**config.mk**
```make
export PLATFORM = sky130hd
export DESIGN_NAME = pwr_seq_supervisor
export DESIGN_NICKNAME = d
export VERILOG_FILES = /design/src/rtl/pwr_seq_pkg.sv /design/src/rtl/pwr_tick_timer.sv /design/src/rtl/pwr_softstart.sv /design/src/rtl/pwr_fault_latch.sv /design/src/rtl/pwr_seq_supervisor.sv
export SDC_FILE = /design/constraint.sdc
export NUM_CORES = 1
export LEC_CHECK = 0
export CORE_ASPECT_RATIO = 0.8
export CORE_UTILIZATION = 45
export CTS_BUF_LIST = sky130_fd_sc_hd__clkbuf_2 sky130_fd_sc_hd__clkbuf_4 sky130_fd_sc_hd__clkbuf_8
export DETAILED_ROUTE_END_ITERATION = 8
export PLACE_DENSITY_LB_ADDON = 0.08
export SYNTH_ARGS = -nofsm -noshare
export SYNTH_HDL_FRONTEND = slang
export SYNTH_SLANG_ARGS = --single-unit
export TNS_END_PERCENT = 30
```
**constraint.sdc**
```tcl
create_clock -name clk -period 3.75 [get_ports clk]
set_input_delay 0.5625 -clock clk [delete_from_list [all_inputs] [get_ports clk]]
set_output_delay 0.5625 -clock clk [all_outputs]
set_load 0.005 [all_outputs]
```
**src/rtl/pwr_seq_pkg.sv**
```systemverilog
package pwr_seq_pkg;
  typedef enum logic [1:0] {
    DRV_TRI   = 2'd0,
    DRV_RUN   = 2'd1,
    DRV_LOWON = 2'd2
  } drv_e;
endpackage

```
**src/rtl/pwr_tick_timer.sv**
```systemverilog
// Saturating counter of switching-cycle ticks with a synchronous clear.
module pwr_tick_timer #(
  parameter int LIMIT = 16,
  localparam int W = $clog2(LIMIT + 1)
) (
  input  logic         clk,
  input  logic         rst_n,
  input  logic         clr,
  input  logic         tick,
  output logic [W-1:0] cnt,
  output logic         done
);
  assign done = (cnt == W'(LIMIT));

  always_ff @(posedge clk or negedge rst_n) begin
    if (!rst_n)              cnt <= '0;
    else if (clr)            cnt <= '0;
    else if (tick && !done)  cnt <= cnt + 1'b1;
  end
endmodule

```
**src/rtl/pwr_softstart.sv**
```systemverilog
// Current-limit step generator: advances one level every STEP ticks.
module pwr_softstart #(
  parameter int STEP   = 128,
  parameter int LEVELS = 5,
  localparam int CW    = $clog2(LEVELS)
) (
  input  logic          clk,
  input  logic          rst_n,
  input  logic          clr,
  input  logic          tick,
  input  logic          force_zero,
  output logic [CW-1:0] code
);
  localparam int SPAN = STEP * (LEVELS - 1);
  localparam int TW   = $clog2(SPAN + 1);

  logic [TW-1:0] cnt;
  logic          at_top;

  pwr_tick_timer #(.LIMIT(SPAN)) ramp_i (
    .clk(clk), .rst_n(rst_n), .clr(clr), .tick(tick),
    .cnt(cnt), .done(at_top)
  );

  always_comb begin
    if (force_zero)  code = '0;
    else if (at_top) code = CW'(LEVELS - 1);
    else             code = CW'(32'(cnt) / STEP);
  end
endmodule

```
**src/rtl/pwr_fault_latch.sv**
```systemverilog
// Sticky fault flag, cleared only by the inactive state.
module pwr_fault_latch (
  input  logic clk,
  input  logic rst_n,
  input  logic clr,
  input  logic trip,
  output logic held
);
  always_ff @(posedge clk or negedge rst_n) begin
    if (!rst_n)     held <= 1'b0;
    else if (clr)   held <= 1'b0;
    else if (trip)  held <= 1'b1;
  end
endmodule

```
**src/rtl/pwr_seq_supervisor.sv**
```systemverilog
module pwr_seq_supervisor
  import pwr_seq_pkg::*;
#(
  parameter int SS_STEP_TICKS = 128,
  parameter int SS_LEVELS     = 5,
  parameter int RST_TICKS     = 32768,
  parameter int UV_ARM_TICKS  = 5000,
  localparam int ILIM_W       = $clog2(SS_LEVELS)
) (
  input  logic              clk,
  input  logic              rst_n,
  input  logic              tick,
  input  logic              shdn_n,
  input  logic              ldo_en,
  input  logic              ov_flag,
  input  logic              uv_flag,
  input  logic              vin_uv,
  input  logic              v5_uv,
  input  logic              otemp,
  input  logic              ldo_uv,
  output logic [ILIM_W-1:0] ilim_code,
  output logic [1:0]        drv_cmd,
  output logic              ldo_on,
  output logic              rst_out_n
);
  localparam int RW = $clog2(RST_TICKS + 1);
  localparam int UW = $clog2(UV_ARM_TICKS + 1);

  logic          active, idle_clr;
  logic          trip, fault_q, fault_now;
  logic          rst_done, uv_armed, out_low;
  logic [RW-1:0] rst_cnt;
  logic [UW-1:0] arm_cnt;
  drv_e          drv_state;

  assign active   = shdn_n & ~otemp;
  assign idle_clr = ~active;
  assign trip     = active & (ov_flag | vin_uv | v5_uv);

  pwr_fault_latch fault_i (
    .clk(clk), .rst_n(rst_n), .clr(idle_clr), .trip(trip), .held(fault_q)
  );
  assign fault_now = fault_q | trip;

  pwr_softstart #(.STEP(SS_STEP_TICKS), .LEVELS(SS_LEVELS)) ss_i (
    .clk(clk), .rst_n(rst_n), .clr(idle_clr), .tick(tick),
    .force_zero(fault_now | idle_clr), .code(ilim_code)
  );

  pwr_tick_timer #(.LIMIT(RST_TICKS)) rst_tmr_i (
    .clk(clk), .rst_n(rst_n), .clr(idle_clr), .tick(tick),
    .cnt(rst_cnt), .done(rst_done)
  );

  pwr_tick_timer #(.LIMIT(UV_ARM_TICKS)) arm_tmr_i (
    .clk(clk), .rst_n(rst_n), .clr(idle_clr), .tick(tick),
    .cnt(arm_cnt), .done(uv_armed)
  );

  assign ldo_on    = active & ldo_en;
  assign out_low   = uv_armed & (uv_flag | (ldo_on & ldo_uv));
  assign rst_out_n = active & ~fault_now & rst_done & ~out_low;

  always_comb begin
    if (!active)        drv_state = DRV_TRI;
    else if (fault_now) drv_state = DRV_LOWON;
    else                drv_state = DRV_RUN;
  end
  assign drv_cmd = drv_state;
endmodule

```
==> results.cfg <==
[status]
status = completed

[clock_network]
cts_sinks = 40
cts_buffers = 5
cts_setup_buffers = 0
cts_resized = 0
path_clk_slew_ps = 70
cts_tree = done
clock_latency_ps = 290
root_buffer = clkbuf_8
clock_path_buffers = 2
postCtsHoldBufs = 0
htree_levels = 2

[synth]
yosys.area.top_type = dfrtp_1
synth_xor_area_share_pct = 11.9
synth_top_family_by_area = simple AND/OR/NAND/NOR gates
synth_simple_gate_area_share_pct = 27.9
synth_area_mm2 = 0.00213
synth_compound_area_share_pct = 6.06
syn_inst = 229
synth_edf_count = 0
yosys.area_share.adder_pct = 3.53
synthTopCellsByArea = dfrtp_1, xnor2_1, nor2_1
ys_ff_latch = 40
ys_seq_area_share_pct = 47.1
muxShareOfSynthArea_pct = 0
ys_types = 31
synth-async-reset-ratio_pct = 100
synth_top_area_share_pct = 47.1
synth_ff_type = dfrtp_1
yosysWarnings = 0
syn-num-nets = 246
postSynthAreaPerCell_um2 = 9.29

[timing]
rsz0062_at_grt = false
slew_viol_final = 0
hold_viol_final = 0
worst_slew_pin_slew_ps = 893
fin_setup_tns_ps = 0
fin_worst_skew_ps = 4.64
fmax_ghz = 0.322
setup_viol = 0
period_share_pct = 82.7
timing.hold.ws_ps = 395
post-route-min-period_ps = 3100
slew_headroom_pct = 40.5

[flow_run]
cap_violations = 0

[floorplan]
pin_count = 18
fp-row-count = 21
core_area_mm2 = 0.00436
die_area_mm2 = 0.00501
die_w_um = 78.9
dieHeight_um = 63.5
initial_core_util_pct = 48.8

[setup_path]
cp_data_arrival_time_ps = 2540
cp_data_required_time_ps = 3190
worstSetupStartpointType = input port
path_class = in -> out
crit_path_max_fanout = 10
crit_path_end_kind = output port

[global_route]
use_met2_pct = 28.3
overflow = 0
gr-usage-all-layers_pct = 20.5
grt_use_met3_pct = 5.51
antenna_found_initial = 0
grt_max_degree = 41
grt_pass1_vias = 1574
use_met1_pct = 31.6
gr-max-usage-layer = met1
grt_pass1_wl_mm = 7.83

[hold_path]
holdCritPathClass = in -> async

[place]
gp_congestion = 0.764
dp_hpwl_mm = 3.01
portBuffers = 17
placed_cell_area_mm2 = 0.00235
place_inst = 298

[pwr]
cellInternalPower_w = 0.000618
pwr-share-comb_pct = 6.1
p_leak_nw = 0.957
pwr-share-clk_pct = 39.0
p_per_area_mw_per_mm2 = 325
swShare_pct = 22.4
power.switching_w = 0.000178
p_seq_share_pct = 54.8
vdd_ir_drop_max_uv = 145

[final_layout]
layout.nets = 265
final.fill_count = 401
layout.cells.non_filler = 306
drive_gt1_share_pct = 6.43
multi_input_area_mm2 = 0.00105
diodes = 0
seq_area_mm2 = 0.00100
syn_to_final_growth_pct = 15.2
fin_area_mm2 = 0.00245

[routing]
wl_per_cell_um = 14.6
totalWireLength_mm = 4.47
viasPerCell = 5.41
drt_iter0_markers = 138
drc = 0
ant_nets = 0
vias = 1656
dr.pass1.iters = 4
[area by class of cell]
type                       count  area share (%)
clock buffer                   8            3.98
tap                           57            2.91
inverter                      13            1.99
multi-input combinational    169            42.9
timing repair buffer          19            7.35
sequential                    40            40.9
[registers in the layout, indices dropped and copies added (netlist names)]
| register | cells |
|---|---|
| rst_tmr_i.cnt | 16 |
| arm_tmr_i.cnt | 13 |
| ss_i.ramp_i.cnt | 10 |
| fault_i.held | 1 |
[power by group through the flow]
stage | registers [W] | clock network, W | logic (W)
floorplan | 0.000444 | 0 | 0.0000221
global placement | 0.000445 | 0 | 0.0000499
detailed placement | 0.000445 | 0 | 0.0000499
CTS | 0.000436 | 0.000320 | 0.0000501
global route | 0.000437 | 0.000338 | 0.0000558
finish | 0.000437 | 0.000311 | 0.0000488
[kinds of logic (layout without fill, tap and decap cells)]
family | after synthesis | in the layout
buf+inv | 20 | 40
fa+ha+maj | 6 | 6
compound gates | 20 | 20
simple gates | 114 | 114
xor+xnor | 29 | 29
flops | 40 | 40
[per-layer routing]
| layer | up-vias | share of wire (%) |
|---|---|---|
| met2 | 29 | 40 |
| met3 | 7 | 4.8 |
| met1 | 786 | 54 |
| met5 | - | 0 |
| li1 | 834 | - |
| met4 | 0 | 0.92 |
[synthesized netlist by cell type (all sizes together), types with 6 or more instances]
master  count
dfrtp      40
nor2       35
xnor2      19
nand2      16
inv        13
nand4      13
nor4       10
xor2       10
nand3       9
a21oi       8
nor3        7
ha          6
or3         6
[per-stage QoR]
stage               utilization [%]  setup WS (ps)  power, W
global placement               53.9            662  0.000495
finish                         56.2            648  0.000796
CTS                            56.2            630  0.000807
detailed placement             53.9            660  0.000495
floorplan                         -           1550  0.000467
global route                   56.2            549  0.000831
[worst max-delay path: stages]
cell and delay [ps]:
clkdlybuf4s50_1 470, nor2b_1 560, and2_1 240, nor3b_1 180
clkdlybuf4s50_1 530
[cell usage in the layout, fill, tap and decap left out, types with 2 or more instances in the layout]
cell,synthesis,routed
xor2_1,10,10
nand3_1,9,9
nor3b_1,2,2
nor4b_1,3,3
nor4_1,10,10
or3_1,6,6
a31o_2,2,2
dfrtp_1,40,40
buf_4,0,2
and3_1,5,5
a21oi_1,8,8
nor2_1,35,35
clkbuf_4,0,2
and4_1,2,2
nand4_1,13,13
nand2_1,16,16
clkbuf_8,0,6
ha_1,6,6
o21ai_0,5,5
inv_1,13,13
nor3_1,7,7
and2_1,2,2
clkdlybuf4s50_1,0,16
xnor2_1,19,19
[final timing paths]
check | end | cells past startpoint | start | slack, ps
setup / recovery | rst_out_n | 5 | shdn_n | 650
hold / removal | arm_tmr_i.cnt[11] | 1 | rst_n | 390
setup reg to reg | arm_tmr_i.cnt[1] | 4 | arm_tmr_i.cnt[2] | 1840
hold reg to reg | arm_tmr_i.cnt[12] | 2 | arm_tmr_i.cnt[12] | 560
max in group asynchronous | ss_i.ramp_i.cnt[0] | 1 | rst_n | 2800
min in group clk | arm_tmr_i.cnt[12] | 2 | arm_tmr_i.cnt[12] | 560
(Power assumes the default switching activity.)
